==> config.mk <==
export PLATFORM = sky130hd
export DESIGN_NAME = txh_ctrl
export DESIGN_NICKNAME = d
export VERILOG_FILES = /design/src/rtl/txh_pkg.sv /design/src/rtl/txh_seq.sv /design/src/rtl/txh_holdreg.sv /design/src/rtl/txh_ctrl.sv
export SDC_FILE = /design/constraint.sdc
export NUM_CORES = 1
export LEC_CHECK = 0
export ABC_AREA = 1
export BUFFER_PORTS_ARGS = -buffer_cell sky130_fd_sc_hd__buf_2
export CORE_MARGIN = 10
export CORE_UTILIZATION = 45
export CTS_CLUSTER_SIZE = 24
export DETAILED_ROUTE_END_ITERATION = 7
export PLACE_DENSITY = 0.77
export SKIP_LAST_GASP = 1
export SLEW_MARGIN = 25
export SYNTH_ARGS = -nofsm -noshare
export SYNTH_HDL_FRONTEND = slang
export SYNTH_HIERARCHICAL = 1
export SYNTH_SLANG_ARGS = --single-unit
==> constraint.sdc <==
create_clock -name clk -period 1.46 [get_ports clk]
set_clock_uncertainty 0.05 [all_clocks]
set_input_delay 0.073 -clock clk [delete_from_list [all_inputs] [get_ports clk]]
set_output_delay 0.073 -clock clk [all_outputs]
set_load 0.01 [all_outputs]
==> src/rtl/txh_pkg.sv <==
package txh_pkg;

  typedef enum logic [2:0] {
    ST_IDLE,
    ST_SYNC_WAIT,
    ST_SEND_SYNC,
    ST_DATA,
    ST_SEND_EOP
  } txh_state_e;

  typedef enum logic [1:0] {
    MODE_NORMAL = 2'b00,
    MODE_QUIET  = 2'b01,
    MODE_RAW    = 2'b10,
    MODE_RSVD   = 2'b11
  } txh_mode_e;

  // A mode drives the line unless it is non-driving or reserved.
  function automatic logic mode_drives(input logic [1:0] m);
    return (m == MODE_NORMAL) || (m == MODE_RAW);
  endfunction

  // SYNC launch delay in clocks, counted from the edge that detects tx_valid.
  function automatic int unsigned sync_delay_clks(
    input logic        fs,
    input logic        wide,
    input int unsigned fs_clks,
    input int unsigned hs_bits,
    input int unsigned narrow_bits
  );
    int unsigned bpc;
    int unsigned d;
    if (fs) begin
      d = fs_clks;
    end else begin
      bpc = wide ? narrow_bits * 2 : narrow_bits;
      d   = (hs_bits + bpc - 1) / bpc;
    end
    if (d == 0) d = 1;
    return d;
  endfunction

endpackage

==> src/rtl/txh_seq.sv <==
module txh_seq
  import txh_pkg::*;
#(
  parameter int unsigned FS_SYNC_CLKS = 1,
  parameter int unsigned HS_SYNC_BITS = 16,
  parameter int unsigned NARROW_BITS  = 8,
  parameter int unsigned EOP_CLKS     = 2
) (
  input  logic       clk,
  input  logic       rst_n,
  input  logic       drive,
  input  logic       fs,
  input  logic       wide,
  input  logic       tx_valid,
  output txh_state_e state,
  output logic       sync_req,
  output logic       eop_req,
  output logic       ready
);

  localparam int unsigned HS_NARROW = (HS_SYNC_BITS + NARROW_BITS - 1) / NARROW_BITS;
  localparam int unsigned MAX_A     = (HS_NARROW > FS_SYNC_CLKS) ? HS_NARROW : FS_SYNC_CLKS;
  localparam int unsigned MAX_CNT   = (MAX_A > EOP_CLKS) ? MAX_A : EOP_CLKS;
  localparam int unsigned CNT_W     = (MAX_CNT < 2) ? 1 : $clog2(MAX_CNT + 1);

  txh_state_e       st_q, st_nxt;
  logic [CNT_W-1:0] cnt_q, cnt_nxt;
  logic [CNT_W-1:0] dly;

  assign dly = CNT_W'(sync_delay_clks(fs, wide, FS_SYNC_CLKS, HS_SYNC_BITS, NARROW_BITS));

  always_comb begin
    st_nxt  = st_q;
    cnt_nxt = cnt_q;
    if (!drive) begin
      st_nxt  = ST_IDLE;
      cnt_nxt = '0;
    end else begin
      unique case (st_q)
        ST_IDLE: begin
          if (tx_valid) begin
            st_nxt  = ST_SYNC_WAIT;
            cnt_nxt = dly - CNT_W'(1);
          end
        end
        ST_SYNC_WAIT: begin
          if (cnt_q == '0) st_nxt = ST_SEND_SYNC;
          else             cnt_nxt = cnt_q - CNT_W'(1);
        end
        ST_SEND_SYNC: st_nxt = ST_DATA;
        ST_DATA: begin
          if (!tx_valid) begin
            st_nxt  = ST_SEND_EOP;
            cnt_nxt = CNT_W'(EOP_CLKS - 1);
          end
        end
        ST_SEND_EOP: begin
          if (cnt_q == '0) st_nxt = ST_IDLE;
          else             cnt_nxt = cnt_q - CNT_W'(1);
        end
        default: st_nxt = ST_IDLE;
      endcase
    end
  end

  always_ff @(posedge clk) begin
    if (!rst_n) begin
      st_q  <= ST_IDLE;
      cnt_q <= '0;
    end else begin
      st_q  <= st_nxt;
      cnt_q <= cnt_nxt;
    end
  end

  assign state    = st_q;
  assign sync_req = drive && (st_q == ST_SEND_SYNC);
  assign eop_req  = drive && (st_q == ST_SEND_EOP);
  assign ready    = drive && (st_q == ST_DATA);

endmodule

==> src/rtl/txh_holdreg.sv <==
module txh_holdreg #(
  parameter int unsigned DATA_W = 16
) (
  input  logic              clk,
  input  logic              rst_n,
  input  logic              load,
  input  logic              wide,
  input  logic              hi_ok,
  input  logic [DATA_W-1:0] din,
  output logic [DATA_W-1:0] dout,
  output logic              lo_vld,
  output logic              hi_vld
);

  localparam int unsigned HALF_W = DATA_W / 2;

  // Upper half is kept only when the wide path is active and qualified.
  function automatic logic [DATA_W-1:0] pack_word(
    input logic [DATA_W-1:0] d,
    input logic              keep_hi
  );
    return keep_hi ? d : {{(DATA_W - HALF_W){1'b0}}, d[HALF_W-1:0]};
  endfunction

  logic keep_hi;
  assign keep_hi = wide && hi_ok;

  always_ff @(posedge clk) begin
    if (!rst_n) begin
      dout   <= '0;
      lo_vld <= 1'b0;
      hi_vld <= 1'b0;
    end else begin
      lo_vld <= load;
      hi_vld <= load && keep_hi;
      if (load) dout <= pack_word(din, keep_hi);
    end
  end

endmodule

==> src/rtl/txh_ctrl.sv <==
module txh_ctrl
  import txh_pkg::*;
#(
  parameter int unsigned DATA_W       = 16,
  parameter int unsigned FS_SYNC_CLKS = 1,
  parameter int unsigned HS_SYNC_BITS = 16,
  parameter int unsigned NARROW_BITS  = 8,
  parameter int unsigned EOP_CLKS     = 2
) (
  input  logic              clk,
  input  logic              rst_n,
  input  logic [1:0]        mode_i,
  input  logic              fs_sel,
  input  logic              wide_sel,
  input  logic              tx_valid,
  input  logic [DATA_W-1:0] tx_data,
  input  logic              tx_hi_ok,
  output logic              tx_ready,
  output logic              sync_req,
  output logic              eop_req,
  output logic              raw_line,
  output logic [DATA_W-1:0] hold_data,
  output logic              hold_lo_vld,
  output logic              hold_hi_vld
);

  // Named internal events, visible to the bound checker.
  logic       wide_lat;
  logic       drive;
  logic       load_evt;
  txh_state_e seq_state;

  always_ff @(posedge clk) begin
    if (!rst_n) wide_lat <= wide_sel;
  end

  assign drive    = mode_drives(mode_i);
  assign raw_line = (mode_i == MODE_RAW);
  assign load_evt = tx_valid && tx_ready;

  txh_seq #(
    .FS_SYNC_CLKS (FS_SYNC_CLKS),
    .HS_SYNC_BITS (HS_SYNC_BITS),
    .NARROW_BITS  (NARROW_BITS),
    .EOP_CLKS     (EOP_CLKS)
  ) u_seq (
    .clk      (clk),
    .rst_n    (rst_n),
    .drive    (drive),
    .fs       (fs_sel),
    .wide     (wide_lat),
    .tx_valid (tx_valid),
    .state    (seq_state),
    .sync_req (sync_req),
    .eop_req  (eop_req),
    .ready    (tx_ready)
  );

  txh_holdreg #(
    .DATA_W (DATA_W)
  ) u_hold (
    .clk    (clk),
    .rst_n  (rst_n),
    .load   (load_evt),
    .wide   (wide_lat),
    .hi_ok  (tx_hi_ok),
    .din    (tx_data),
    .dout   (hold_data),
    .lo_vld (hold_lo_vld),
    .hi_vld (hold_hi_vld)
  );

endmodule

==> results of run 1 <==
through the flow:
stage          setup slack [ns]  util, %  instance area, sq um
2_1_floorplan            0.0576        -                   995
3_5_place_dp             0.0677     62.2                  1260
3_3_place_gp              0.133     62.2                  1260
4_1_cts                  0.0359     73.5                  1490
5_1_grt                 -0.0120     75.4                  1530
6_report                 0.0458     75.4                  1530
routing by layer:
layer / up-vias / GRT usage, % / wire length, um / share of wire (%)
met5: - / 0 / 0 / 0
met4: 0 / 4.62 / 74 / 2.3
met3: 8 / 5.02 / 227 / 7.1
met2: 45 / 25.1 / 1700 / 53
met1: 521 / 14.1 / 1210 / 38
li1: 555 / - / - / -
sequential cells by signal, indices dropped and copies added, names as in the netlist:
register / flops
wide_lat: 1
u_hold/hi_vld: 1
u_hold/dout: 16
u_hold/lo_vld: 1
u_seq/state: 3
u_seq/cnt_q: 2
power by group through the flow:
stage               combinational [uW]  sequential, uW  clock, uW
floorplan                         59.6             685          0
global route                       167             670        434
detailed placement                 107             685          0
CTS                                145             670        415
global placement                   103             684          0
finish                             151             669        407
layout by cell type (no fill, tap or decap), types with 2 or more instances in the layout:
master,Yosys,final
nand2_1,59,59
buf_2,0,46
dfxtp_1,23,21
dlygate4sd3_1,0,18
inv_1,9,8
nand3_1,8,7
nor2_1,7,6
a21oi_1,6,6
nand2_2,5,5
buf_4,0,4
clkbuf_4,0,3
nor2_4,2,3
nor2_2,2,2
inv_2,2,2
nand3_2,1,2
nand4_1,2,2
nand2_4,2,2
synth_stat cells, drive strengths merged:
library cell / count / area (sq um)
dfxtp: 23 / 460
nand4: 2 / 12.5
inv: 11 / 41.3
nand3: 9 / 50.1
nand3b: 1 / 7.51
edfxtp: 1 / 30.0
nand2: 66 / 275
nor2: 11 / 61.3
or2: 1 / 6.26
buf: 1 / 11.3
and2: 1 / 8.76
a21oi: 6 / 30.0
timing repair:
action                                  4_1_cts  5_1_grt
endpoints found under the setup margin        0       18
hold buffers                                 18        0
endpoints found under the hold margin        18        0
buffers inserted                              0        3
resized for setup                             0        9
cells by family (layout without fill, tap and decap cells):
logic type | after synthesis | after routing | synth area share [%]
AOI/OAI and AO/OA | 6 | 6 | 3.02
DFF | 24 | 24 | 49.3
buffers and inverters | 12 | 83 | 5.28
and+or+nand+nor | 91 | 91 | 42.4
worst min-delay path by stage:
stage / depth (start not counted) / start / end
detailed placement: 1 / wide_sel / wide_lat$_DFFE_PN_
global route: 4 / mode_i[0] / u_seq/state[0]$_SDFFE_PN0P_
global placement: 1 / wide_sel / wide_lat$_DFFE_PN_
CTS: 4 / mode_i[0] / u_seq/state[0]$_SDFFE_PN0P_
finish: 4 / mode_i[0] / u_seq/state[0]$_SDFFE_PN0P_
floorplan: 0 / wide_sel / wide_lat$_DFFE_PN_
cell type report:
type / instances / area, sq um / share of cell area [%]
timing repair buffer: 68 / 440 / 28.9
inverter: 11 / 43.8 / 2.87
tap: 27 / 33.8 / 2.21
clock buffer: 4 / 47.5 / 3.12
sequential: 24 / 495 / 32.5
multi-input combinational: 97 / 464 / 30.4
critical path: cells and delay by family (launching register included):
kind	cells	cell delay (ns)
flip-flops	1	0.35
buffers and inverters	3	0.41
AND/OR/NAND/NOR	2	0.22
==> run metrics, run 1 <==
CTS Buf Count 3; clk buf depth 2; Core Region 0.00202 sq mm; CTS root buf clkbuf_4; clock sinks 24; leak pwr ~0.00084 uW; Starting Density 49.2%; clock share of power 33.2%; Cell Pwr Density 804 mW/mm^2; Routed WL roughly 3.2 mm; CTS clk-pin slew, worst paths approximately 0.12 ns; Total Routing Usage GR between 10% and 20%; Worst VDD drop 737 uV; kind of critical path flop to primary output; Final setup viols 0; Hold Slack 0.0181 ns; crit end category primary output; Int Pwr around 950 uW; share of layout cells above drive strength 1 a little under two fifths; Sequential Power Share between 50% and 60%; worst-margin pin slew 0.383 ns; Ys Warns 6; flop2flop setup slack roughly 0.080 ns; CTS tree done; Std-Cell Rows 16; Crit. Startpoint u_seq/state[0]$_SDFFE_PN0P_; worst setup path end sync_req; IO buf count 45; status finished clean; total power 1230 uW; diodes inserted 0; wire length per cell ~14 um; vias in the first global route 1084; RR Startpoint u_seq/state[2]$_SDFFE_PN0P_; combinational share of power 12.3%; P_sw ~270 uW; htree depth 1; I/O pin cnt 46; min cycle time layout between 1 and 1.5 ns; Max Clk Rate 707 MHz; sw frac 22.3%; max-slew violations 0; HP Class input pin to flop; Synth Register Bits 24; Tcrit/Tclk final between 90 and 100%; Initial DRC Count 48; drt pass-1 iters 4; final hold violation count 0; sequential element share of the synthesized area 49.3%; Mapped Nets 157; max_slew headroom about three quarters; first-pass GRT wire length roughly 4.9 mm; initial antenna violation count 0; CP max stage cell dfxtp_1; worst skew pair latency roughly 0.32 ns; synthesized instance count approximately 130; DRC viols 0; Final Net Count 229; Crit Path Max Fanout 5; Synth cell types 18; via count between 1000 and 1500; worst reg2reg endpoint u_hold/dout[10]$_SDFFE_PN0P_; Detail Route Antenna Nets 0; final-layout fill cell count 137; Mapped Area roughly 990 sq um; die height ~67 um; # placed instances between 200 and 250; CP startpoint kind flop; Final Wtd Congestion between 0.9 and 1; area added between synthesis and finish 53.3%; crit path cell chain buf_4 > inv_1 > nand3_1 > nor2_1 > buf_2; Congestion Overflow GR 0; Syn Area/Cell 7.48 sq um; Chip Width about 67 um; Arr. time, crit path about 1.3 ns; largest net degree at the start of global routing 17; die area about 0.0045 sq mm; vias per cell ~4.9; DP HPWL ~2.2 mm; Final Instance Count excl. Fillers ~230; Crit path required time 1.34 ns; Sum Neg Setup Slack 0 ns; Crit path largest cell delay between 0.3 and 0.4 ns; R2R depth 10; Max-cap violations 0
(Power assumes the default switching activity.)
==> run 2, diff against run 1 <==
CAP_MARGIN = 20   (was default)
clock period = 1.81 ns   (was 1.46 ns; I/O delays follow)
==> run metrics, run 2 (synthesis results as in run 1) <==
status finished clean (unchanged); wire length per cell 12.8 um (was 13.9 um); initial antenna violation count 0 (unchanged); Sequential cell area 490 sq um (was 495 sq um); htree depth 1 (unchanged); Worst VDD drop 471 uV (was 737 uV); Final Instance Count excl. Fillers 225 (was 231); Chip Width 67.0 um (unchanged); Crit Path Max Fanout 9 (was 5); final-layout fill cell count 166 (was 137); Max-cap violations 0 (unchanged); Core Region 0.00202 sq mm (unchanged); Initial DRC Count 76 (was 48); max-slew violations 0 (unchanged); PostCTS Resize Cnt 0 (unchanged); Int Pwr 766 uW (was 953 uW); Tcrit/Tclk final between 80% and 90%; Top reg by flops u_hold/dout (unchanged); vias in the first global route 1010 (was 1084); crit end category flop (was primary output); Sequential Power Share 55.2% (was 54.6%); # placed instances 204 (was 206); vias per cell 4.61 (was 4.89); worst skew pair latency 0.31 ns (was 0.32 ns); Std-Cell Rows 16 (unchanged); first-pass GRT wire length 4.53 mm (was 4.91 mm); Final Wtd Congestion 0.960 (was 0.943); final hold violation count 0 (unchanged); Final Net Count 223 (was 229); Arr. time, crit path 1.73 ns (was 1.29 ns); leak pwr 0.000805 uW (was 0.000835 uW); P_sw 216 uW (was 274 uW); CP startpoint kind flop (unchanged); HP Class input pin to flop (unchanged); CTS root buf clkbuf_4 (unchanged); most common cell after layout, fill and taps aside nand2_1 (unchanged); Crit path required time 2.02 ns (was 1.34 ns); Starting Density 49.2% (unchanged); DP HPWL 2.07 mm (was 2.17 mm); DRC viols 0 (unchanged); I/O pin cnt 46 (unchanged); diodes inserted 0 (unchanged); max reg flops 16 (unchanged); CTS Buf Count 3 (unchanged); CTS clk-pin slew, worst paths 0.13 ns (was 0.12 ns); largest net degree at the start of global routing 17 (unchanged); clock share of power 33.5% (was 33.2%); die area 0.00449 sq mm (unchanged); RSZ-0062 raised after global routing false; IO buf count 45 (unchanged); drt pass-1 iters 4 (unchanged); min cycle time layout around 1.5 ns; total power 982 uW (was 1230 uW); die height 67.0 um (unchanged); clk buf depth 2 (unchanged); Detail Route Antenna Nets 0 (unchanged); share of layout cells above drive strength 1 32.8% (was 36.8%); post-layout util 72.2% (was 75.4%); Multi-input gate area 452 sq um (was 464 sq um); most frequent cells in the layout 59 x nand2_1, 45 x buf_2, 23 x dfxtp_1 (was 59 x nand2_1, 46 x buf_2, 21 x dfxtp_1); clock sinks 24 (unchanged); via count 1037 (was 1129); area added between synthesis and finish 46.8% (was 53.3%); Max Clk Rate between 600 and 700 MHz; Total Routing Usage GR 12.7% (was 13.8%); worst-margin pin slew 0.369 ns (was 0.383 ns); Final setup viols 0 (unchanged); Cell Pwr Density 672 mW/mm^2 (was 804 mW/mm^2); combinational share of power 11.3% (was 12.3%); max_slew headroom 75.3% (was 74.4%); kind of critical path flop to flop (was flop to primary output); Congestion Overflow GR 0 (unchanged); Routed WL 2.87 mm (was 3.21 mm); CTS tree done (unchanged); Sum Neg Setup Slack 0 ns (unchanged); sw frac 22.0% (was 22.3%)
-- run 2: timing repair --
item	CTS	global route
setup endpoints to repair	0	0
hold buffers	17	0
setup buffers	0	0
endpoints found under the hold margin	17	0
-- run 2: worst max-delay path: stages, from the launching register on --
cell,delay (ns)
dfxtp_1,0.48
nand3_1,0.17
nor2_1,0.14
nand2_1,0.06
inv_1,0.12
nand2_2,0.09
nor2_4,0.19
nand2_1,0.09
nand2_1,0.07
-- run 2: final cells by class --
| class | count | area share, % |
|---|---|---|
| Clock buffer | 4 | 3.26 |
| Timing Repair Buffer | 62 | 27.1 |
| Inverter | 11 | 2.83 |
| Multi-Input combinational cell | 97 | 30.9 |
| Tap cell | 27 | 2.31 |
| Sequential cell | 24 | 33.6 |
-- run 2: stage by stage --
| step | cell area, sq um | worst slack, ns | hold slack (ns) |
|---|---|---|---|
| after floorplan | 995 | 0.408 | 0.139 |
| after CTS | 1460 | 0.286 | 0.0124 |
| final | 1460 | 0.295 | 0.00990 |
| after global placement | 1240 | 0.407 | 0.222 |
| after detailed placement | 1240 | 0.310 | 0.219 |
| after global routing | 1460 | 0.143 | 0.0110 |
-- run 2: power groups by stage --
stage | logic, uW | clock network [uW] | registers [uW]
after floorplan | 48.0 | 0 | 552
after global placement | 79.7 | 0 | 553
after detailed placement | 80.6 | 0 | 554
after CTS | 109 | 335 | 542
after global routing | 123 | 355 | 543
final | 111 | 329 | 542
-- run 2: final timing paths --
check / start / to / slack, ns / cells after the start
min reg2reg: u_hold/dout[7]$_SDFFE_PN0P_ / u_hold/dout[7]$_SDFFE_PN0P_ / 0.40 / 2
max reg2reg: u_seq/state[0]$_SDFFE_PN0P_ / u_hold/dout[12]$_SDFFE_PN0P_ / 0.30 / 8
max: u_seq/state[0]$_SDFFE_PN0P_ / u_hold/dout[12]$_SDFFE_PN0P_ / 0.30 / 8
min: rst_n / u_seq/state[0]$_SDFFE_PN0P_ / 0.01 / 3
-- run 2: layer usage --
metal | vias to the layer above | part of all wire (%) | GRT usage [%]
li1 | 541 | - | -
met1 | 443 | 35 | 12.4
met2 | 47 | 54 | 23.8
met3 | 6 | 8.3 | 4.68
met4 | 0 | 2.3 | 4.36
met5 | - | 0 | 0
